===== src/rtl/crt_probe_pkg.sv =====
package crt_probe_pkg;
  localparam int WORD_W = 32;
  localparam int DAC_PWRDN_BIT = 16;
  localparam int DAC_ROUTE_BIT = 12;
  localparam int OUT_ANALOG_BIT = 0;
  localparam logic [WORD_W-1:0] BLANK_MASK = 32'h0000_FEEE;

  typedef enum logic [3:0] {
    ST_IDLE, ST_POWER, ST_BLANK, ST_SETTLE_A, ST_ENABLE, ST_PATTERN,
    ST_ROUTE, ST_SETTLE_B, ST_SAMPLE, ST_UNROUTE, ST_REST_OUT, ST_REST_DAC
  } probe_state_t;

  typedef struct packed {
    logic capture;
    logic powerDac;
    logic blank;
    logic enAnalog;
    logic loadPattern;
    logic routeTest;
    logic sample;
    logic unrouteTest;
    logic restoreOut;
    logic restoreDac;
  } probe_cmd_t;
endpackage


===== src/rtl/crt_probe_timer.sv =====
module crt_probe_timer #(
  parameter int CYCLES = 50000
) (
  input  logic clk,
  input  logic rstN,
  input  logic load,
  input  logic tick,
  output logic expired
);
  localparam int CNT_W = (CYCLES > 1) ? $clog2(CYCLES) : 1;
  localparam logic [CNT_W-1:0] LOAD_VAL = CNT_W'(CYCLES - 1);

  logic [CNT_W-1:0] count;

  always_ff @(posedge clk) begin
    if (!rstN) begin
      count <= '0;
    end else if (load) begin
      count <= LOAD_VAL;
    end else if (tick && count != '0) begin
      count <= count - 1'b1;
    end
  end

  assign expired = (count == '0);
endmodule


===== src/rtl/crt_probe_ctrl.sv =====
module crt_probe_ctrl
  import crt_probe_pkg::*;
#(
  parameter int SETTLE_CYCLES = 50000
) (
  input  logic       clk,
  input  logic       rstN,
  input  logic       startPulse,
  output probe_cmd_t cmd
);
  probe_state_t state, nextState;
  logic timerLoad, timerTick, timerExpired;

  crt_probe_timer #(.CYCLES(SETTLE_CYCLES)) u_timer (
    .clk(clk), .rstN(rstN), .load(timerLoad), .tick(timerTick),
    .expired(timerExpired)
  );

  always_comb begin
    nextState = state;
    cmd = '0;
    timerLoad = 1'b0;
    timerTick = 1'b0;
    unique case (state)
      ST_IDLE: if (startPulse) begin
        cmd.capture = 1'b1;
        nextState = ST_POWER;
      end
      ST_POWER: begin
        cmd.powerDac = 1'b1;
        nextState = ST_BLANK;
      end
      ST_BLANK: begin
        cmd.blank = 1'b1;
        timerLoad = 1'b1;
        nextState = ST_SETTLE_A;
      end
      ST_SETTLE_A: begin
        timerTick = 1'b1;
        if (timerExpired) nextState = ST_ENABLE;
      end
      ST_ENABLE: begin
        cmd.enAnalog = 1'b1;
        nextState = ST_PATTERN;
      end
      ST_PATTERN: begin
        cmd.loadPattern = 1'b1;
        nextState = ST_ROUTE;
      end
      ST_ROUTE: begin
        cmd.routeTest = 1'b1;
        timerLoad = 1'b1;
        nextState = ST_SETTLE_B;
      end
      ST_SETTLE_B: begin
        timerTick = 1'b1;
        if (timerExpired) nextState = ST_SAMPLE;
      end
      ST_SAMPLE: begin
        cmd.sample = 1'b1;
        nextState = ST_UNROUTE;
      end
      ST_UNROUTE: begin
        cmd.unrouteTest = 1'b1;
        nextState = ST_REST_OUT;
      end
      ST_REST_OUT: begin
        cmd.restoreOut = 1'b1;
        nextState = ST_REST_DAC;
      end
      ST_REST_DAC: begin
        cmd.restoreDac = 1'b1;
        nextState = ST_IDLE;
      end
      default: nextState = ST_IDLE;
    endcase
  end

  always_ff @(posedge clk) begin
    if (!rstN) state <= ST_IDLE;
    else       state <= nextState;
  end
endmodule


===== src/rtl/crt_probe_datapath.sv =====
module crt_probe_datapath
  import crt_probe_pkg::*;
#(
  parameter int LEVEL_W = 10,
  parameter logic [LEVEL_W-1:0] TEST_LEVEL = 10'h140,
  parameter logic [1:0] TEST_MODE = 2'd2
) (
  input  logic              clk,
  input  logic              rstN,
  input  probe_cmd_t        cmd,
  input  logic [WORD_W-1:0] outSelCur,
  input  logic [WORD_W-1:0] dacCtrlCur,
  input  logic              allPathsLoaded,
  output logic [WORD_W-1:0] outSelValue,
  output logic              outSelWe,
  output logic [WORD_W-1:0] dacCtrlValue,
  output logic              dacCtrlWe,
  output logic [WORD_W-1:0] testPatValue,
  output logic              testPatWe,
  output logic              done,
  output logic              present
);
  localparam int PAT_W = 2 + 3 * LEVEL_W;
  localparam logic [PAT_W-1:0] PATTERN = {TEST_MODE, TEST_LEVEL, TEST_LEVEL, TEST_LEVEL};

  logic [WORD_W-1:0] savedOut, savedDac;
  logic sampled;

  always_ff @(posedge clk) begin
    if (!rstN) begin
      savedOut <= '0;
      savedDac <= '0;
      sampled  <= 1'b0;
    end else begin
      if (cmd.capture) begin
        savedOut <= outSelCur;
        savedDac <= dacCtrlCur;
      end
      if (cmd.sample) sampled <= allPathsLoaded;
    end
  end

  always_ff @(posedge clk) begin
    if (!rstN) begin
      outSelValue <= '0;
      outSelWe    <= 1'b0;
    end else begin
      outSelWe <= 1'b0;
      if (cmd.blank) begin
        outSelValue <= savedOut & BLANK_MASK;
        outSelWe    <= 1'b1;
      end else if (cmd.enAnalog) begin
        outSelValue[OUT_ANALOG_BIT] <= 1'b1;
        outSelWe <= 1'b1;
      end else if (cmd.restoreOut) begin
        outSelValue <= savedOut;
        outSelWe    <= 1'b1;
      end
    end
  end

  always_ff @(posedge clk) begin
    if (!rstN) begin
      dacCtrlValue <= '0;
      dacCtrlWe    <= 1'b0;
    end else begin
      dacCtrlWe <= 1'b0;
      if (cmd.powerDac) begin
        dacCtrlValue <= savedDac;
        dacCtrlValue[DAC_PWRDN_BIT] <= 1'b0;
        dacCtrlWe <= 1'b1;
      end else if (cmd.routeTest) begin
        dacCtrlValue[DAC_ROUTE_BIT] <= 1'b1;
        dacCtrlWe <= 1'b1;
      end else if (cmd.unrouteTest) begin
        dacCtrlValue[DAC_ROUTE_BIT] <= 1'b0;
        dacCtrlWe <= 1'b1;
      end else if (cmd.restoreDac) begin
        dacCtrlValue <= savedDac;
        dacCtrlWe    <= 1'b1;
      end
    end
  end

  always_ff @(posedge clk) begin
    if (!rstN) begin
      testPatValue <= '0;
      testPatWe    <= 1'b0;
    end else begin
      testPatWe <= cmd.loadPattern;
      if (cmd.loadPattern) testPatValue <= WORD_W'(PATTERN);
    end
  end

  always_ff @(posedge clk) begin
    if (!rstN) begin
      done    <= 1'b0;
      present <= 1'b0;
    end else begin
      done <= cmd.restoreDac;
      if (cmd.restoreDac) present <= sampled;
    end
  end
endmodule


===== src/rtl/crt_load_probe.sv =====
module crt_load_probe
  import crt_probe_pkg::*;
#(
  parameter int SETTLE_CYCLES = 50000
) (
  input  logic        clk,
  input  logic        rstN,
  input  logic        startPulse,
  input  logic [31:0] outSelCur,
  input  logic [31:0] dacCtrlCur,
  input  logic        allPathsLoaded,
  output logic [31:0] outSelValue,
  output logic        outSelWe,
  output logic [31:0] dacCtrlValue,
  output logic        dacCtrlWe,
  output logic [31:0] testPatValue,
  output logic        testPatWe,
  output logic        done,
  output logic        present
);
  probe_cmd_t cmd;

  crt_probe_ctrl #(.SETTLE_CYCLES(SETTLE_CYCLES)) u_ctrl (
    .clk(clk), .rstN(rstN), .startPulse(startPulse), .cmd(cmd)
  );

  crt_probe_datapath u_dp (
    .clk(clk), .rstN(rstN), .cmd(cmd),
    .outSelCur(outSelCur), .dacCtrlCur(dacCtrlCur),
    .allPathsLoaded(allPathsLoaded),
    .outSelValue(outSelValue), .outSelWe(outSelWe),
    .dacCtrlValue(dacCtrlValue), .dacCtrlWe(dacCtrlWe),
    .testPatValue(testPatValue), .testPatWe(testPatWe),
    .done(done), .present(present)
  );
endmodule


===== config.mk =====
export PLATFORM = sky130hd
export DESIGN_NAME = crt_load_probe
export DESIGN_NICKNAME = d
export VERILOG_FILES = /design/src/rtl/crt_probe_pkg.sv /design/src/rtl/crt_probe_timer.sv /design/src/rtl/crt_probe_ctrl.sv /design/src/rtl/crt_probe_datapath.sv /design/src/rtl/crt_load_probe.sv
export SDC_FILE = /design/constraint.sdc
export NUM_CORES = 1
export LEC_CHECK = 0
export CORE_MARGIN = 2
export CORE_UTILIZATION = 35
export DETAILED_ROUTE_END_ITERATION = 6
export SYNTH_ARGS = -nofsm -noshare
export SYNTH_HDL_FRONTEND = slang
export SYNTH_HIERARCHICAL = 1
export SYNTH_SLANG_ARGS = --single-unit

===== constraint.sdc =====
create_clock -name clk -period 2.4 [get_ports clk]
set_clock_uncertainty 0.1 [all_clocks]
set_input_delay 0.48 -clock clk [delete_from_list [all_inputs] [get_ports clk]]
set_output_delay 0.48 -clock clk [all_outputs]
set_load 0.02 [all_outputs]

==> reports/results.tsv <==
metric	value	unit
CTS tree	built	
HP Class	input pin to register	
R2R Path Start	u_ctrl/u_timer/count[2]	
clk root buf	clkbuf_16	
IO Count	169	
IO Port Bufs	143	
yosys warns	6	
Die Span Y	139.3	microns
Clock power frac	40.6	%
P per Cell Area	758.3	nW/um^2
total routed wirelength	15200	microns
Worst Setup Start Kind	register	
post-synth top area share	48.40	%
CP Buf/Inv Count	0	
RR Endpoint	u_ctrl/u_timer/count[14]	
clock latency at the later pin of the worst-skew pair	0.43	ns
vias per cell	4.739	
footprint of the multi-input gates	2912	sq um
Detail Route Antenna Nets	0	
met1 global-route usage	21.58	%
M3 GR Usage	4.852	%
layout cells sized above 1	8.889	%
R2R cell count	4	
Mapped Area	6411	sq um
post-cts resize count	0	
critical path required time	2.61	ns
asr flop ratio synth	0	%
initial antenna violation count	0	
met2 usage	23.04	%
gpl congestion	0.7396	
dpl ws	0.1840	ns
R2R setup slack	0.29	ns
CTS Sinks	155	
pin count of the biggest net entering global routing	52	
cell count after synthesis	700	
peak supply drop	547.5	uV
switching pwr	1.769	mW
CP most frequent cell	or4_4	
Int Pwr	4.806	mW
Pre-antenna DRT Iters	4	
Worst-Margin Slew	0.5091	ns
remaining global-route overflow	0	
slowest stage delay, CP	0.59	ns
Rel. slew slack	65.18	%
Levels on crit path	4	
H-tree depth	4	
MaxCap Viol Count	0	
Slowest-stage cell, CP	or4_4	
Worst Setup EP	u_ctrl/u_timer/count[14]	
RSZ-0062 raised after global routing	false	
Synth Register Bits	155	
Crit path arrival time	2.32	ns
max-slew violation count	0	
crit share post-route	87.88	%
Finish-stage setup viols	0	
routed length per instance	14.02	microns
hold_buf cts	0	
WS Path Type	register to register	
ys flop type	dfxtp_1	
Crit path max-delay family	simple AND/OR/NAND/NOR gates	
1st-iter DRT viols	255	
status	complete, no violations	
n_diodes	0	
DRC	0	
total via count in the routed design	5137	
Crit. End Element	register	
area added between synthesis and finish	35.25	%
setup total negative slack	0	ns
Reg area	3103	sq um
minimum clock period	2.109	ns
Critical Path Source	u_ctrl/u_timer/count[2]	
part of the power in registers	43.0	%
CTS Buf Count	17	
ranking of synthesized cells by area	dfxtp_1 (48%), mux2i_1 (15%), nand2_1 (6.3%), nor2_1 (5.3%), buf_4 (4.3%)	
HPWL after DPL	10320	microns
vias in the first global route	4771	
first-pass GRT wire length	24620	microns
worst path cell trace	or4_4 > or4_4 > o21a_1 > o31a_1	
Avg Cell Area, Syn	9.159	sq um
fin nets	912	
Fillers	1729	
Die Area	19420	sq um
GR peak layer	met2	
final setup margin	0.2909	ns
EDFF count, synth	0	
Yosys top cell by area	dfxtp_1	
sequential element share of the synthesized area	48.40	%
Worst-path clk slew	0.06	ns
switching share of power	26.91	%
postcts setup bufs	0	
Distinct cells, synth	56	
combinational power share	16.4	%
FMAX	0.4741	GHz
Fin. Hold Viols	0	
DIE WIDTH	139.3	microns
CP Max Fanout	7	
Clock Path Buffers	2	
core area	17960	sq um
Leak	3.350	nW
initial core utilization	35.69	%
All-Layer GR Usage	15.70	%
num rows	49	
cells by family (layout without fill, tap and decap cells):
group | Yosys count | count (layout) | share of synthesized area, %
simple gates | 271 | 271 | 19.46
xor+xnor | 1 | 1 | 0.1366
fa+ha+maj | 1 | 1 | 0.1951
buf+inv | 82 | 213 | 7.748
compound gates | 90 | 90 | 8.548
mux | 99 | 99 | 15.46
flops | 155 | 155 | 48.40
other cells | 1 | 25 | 0.05849
registers in the layout (all words and copies together), names as in the netlist:
register	cells
u_dp/outSelValue	32
u_dp/dacCtrlWe	1
u_dp/dacCtrlValue	32
u_dp/present	1
u_dp/testPatWe	1
u_dp/savedOut	32
u_ctrl/state	4
u_ctrl/u_timer/count	16
u_dp/sampled	1
u_dp/outSelWe	1
u_dp/done	1
u_dp/savedDac	32
u_dp/testPatValue	1
how the worst min path moves through the flow:
stage | slack [ns] | from | end | cells after the start
after global placement | 0.34 | u_dp/savedOut[4] | u_dp/outSelValue[4] | 2
after floorplan | 0.33 | u_dp/savedOut[16] | u_dp/outSelValue[16] | 2
after detailed placement | 0.34 | u_dp/savedOut[22] | u_dp/outSelValue[22] | 2
after CTS | 0.30 | rstN | u_ctrl/u_timer/count[14] | 2
final | 0.31 | rstN | u_ctrl/u_timer/count[14] | 2
after global routing | 0.31 | rstN | u_ctrl/u_timer/count[8] | 2
layout by cell type, fill, tap and decap left out, drive strengths merged, types with 2 or more instances in the layout:
cell type / count
nor4: 7
nor2b: 3
a31oi: 2
nor3b: 3
nor2: 92
nor4b: 2
a21boi: 3
or3: 5
mux2i: 99
a2111oi: 2
conb: 25
o21ai: 19
nand2: 108
bufinv: 2
nand3: 15
and2: 3
nand4: 2
a211oi: 4
nand2b: 10
o311a: 2
inv: 12
o31a: 2
clkdlybuf4s50: 142
buf: 32
dfxtp: 155
a21oi: 41
nand3b: 2
clkbuf: 19
nor3: 10
clkinvlp: 2
o31ai: 3
or4: 4
clkinv: 4
o21a: 3
stage by stage:
step | util [%] | cells | area (sq um) | hold WS, ns | power [mW]
3_3_place_gp | 45.04 | 1053 | 8090 | 0.3394 | 3.962
6_report | 48.27 | 1084 | 8671 | 0.3139 | 6.575
4_1_cts | 48.27 | 1084 | 8671 | 0.3003 | 6.655
3_5_place_dp | 45.04 | 1053 | 8090 | 0.3447 | 3.968
2_1_floorplan | - | 724 | 6501 | 0.3312 | 3.598
5_1_grt | 48.27 | 1084 | 8671 | 0.3123 | 6.885
power groups by stage:
stage	clock (mW)	combinational [mW]	sequential, mW
finish	2.67	1.08	2.83
detailed placement	0	1.09	2.88
CTS	2.74	1.09	2.83
global route	2.85	1.18	2.85
floorplan	0	0.706	2.89
global placement	0	1.08	2.88
metal layers:
metal | wire (microns) | vias up | share of wire [%]
li1 | - | 2602 | -
met5 | 0 | - | 0
met1 | 7447 | 2384 | 49
met4 | 337 | 0 | 2.2
met3 | 818 | 26 | 5.4
met2 | 6591 | 125 | 43
area by class of cell:
type / instances / share of cell area (%)
inverter: 8 / 0.3463
clock inverter: 12 / 1.587
timing repair buffer: 174 / 20.29
sequential: 155 / 35.79
tap: 229 / 3.304
clock buffer: 19 / 5.108
multi-input combinational: 487 / 33.58
cell usage after synthesis, drive strengths merged (2+ instances only):
library cell,instances
nor4,7
buf,56
clkbuf,18
a21boi,3
a21oi,41
a31oi,2
a211oi,4
nand3,15
nor3b,3
o21ai,19
nor3,10
o21a,3
and2,3
o311a,2
nor4b,2
mux2i,99
nand2b,10
nor2,92
nand2,108
or3,5
o31ai,3
nand3b,2
or4,4
inv,8
a2111oi,2
nor2b,3
dfxtp,155
o31a,2
nand4,2
No activity file was read; power rests on OpenSTA's default activity.
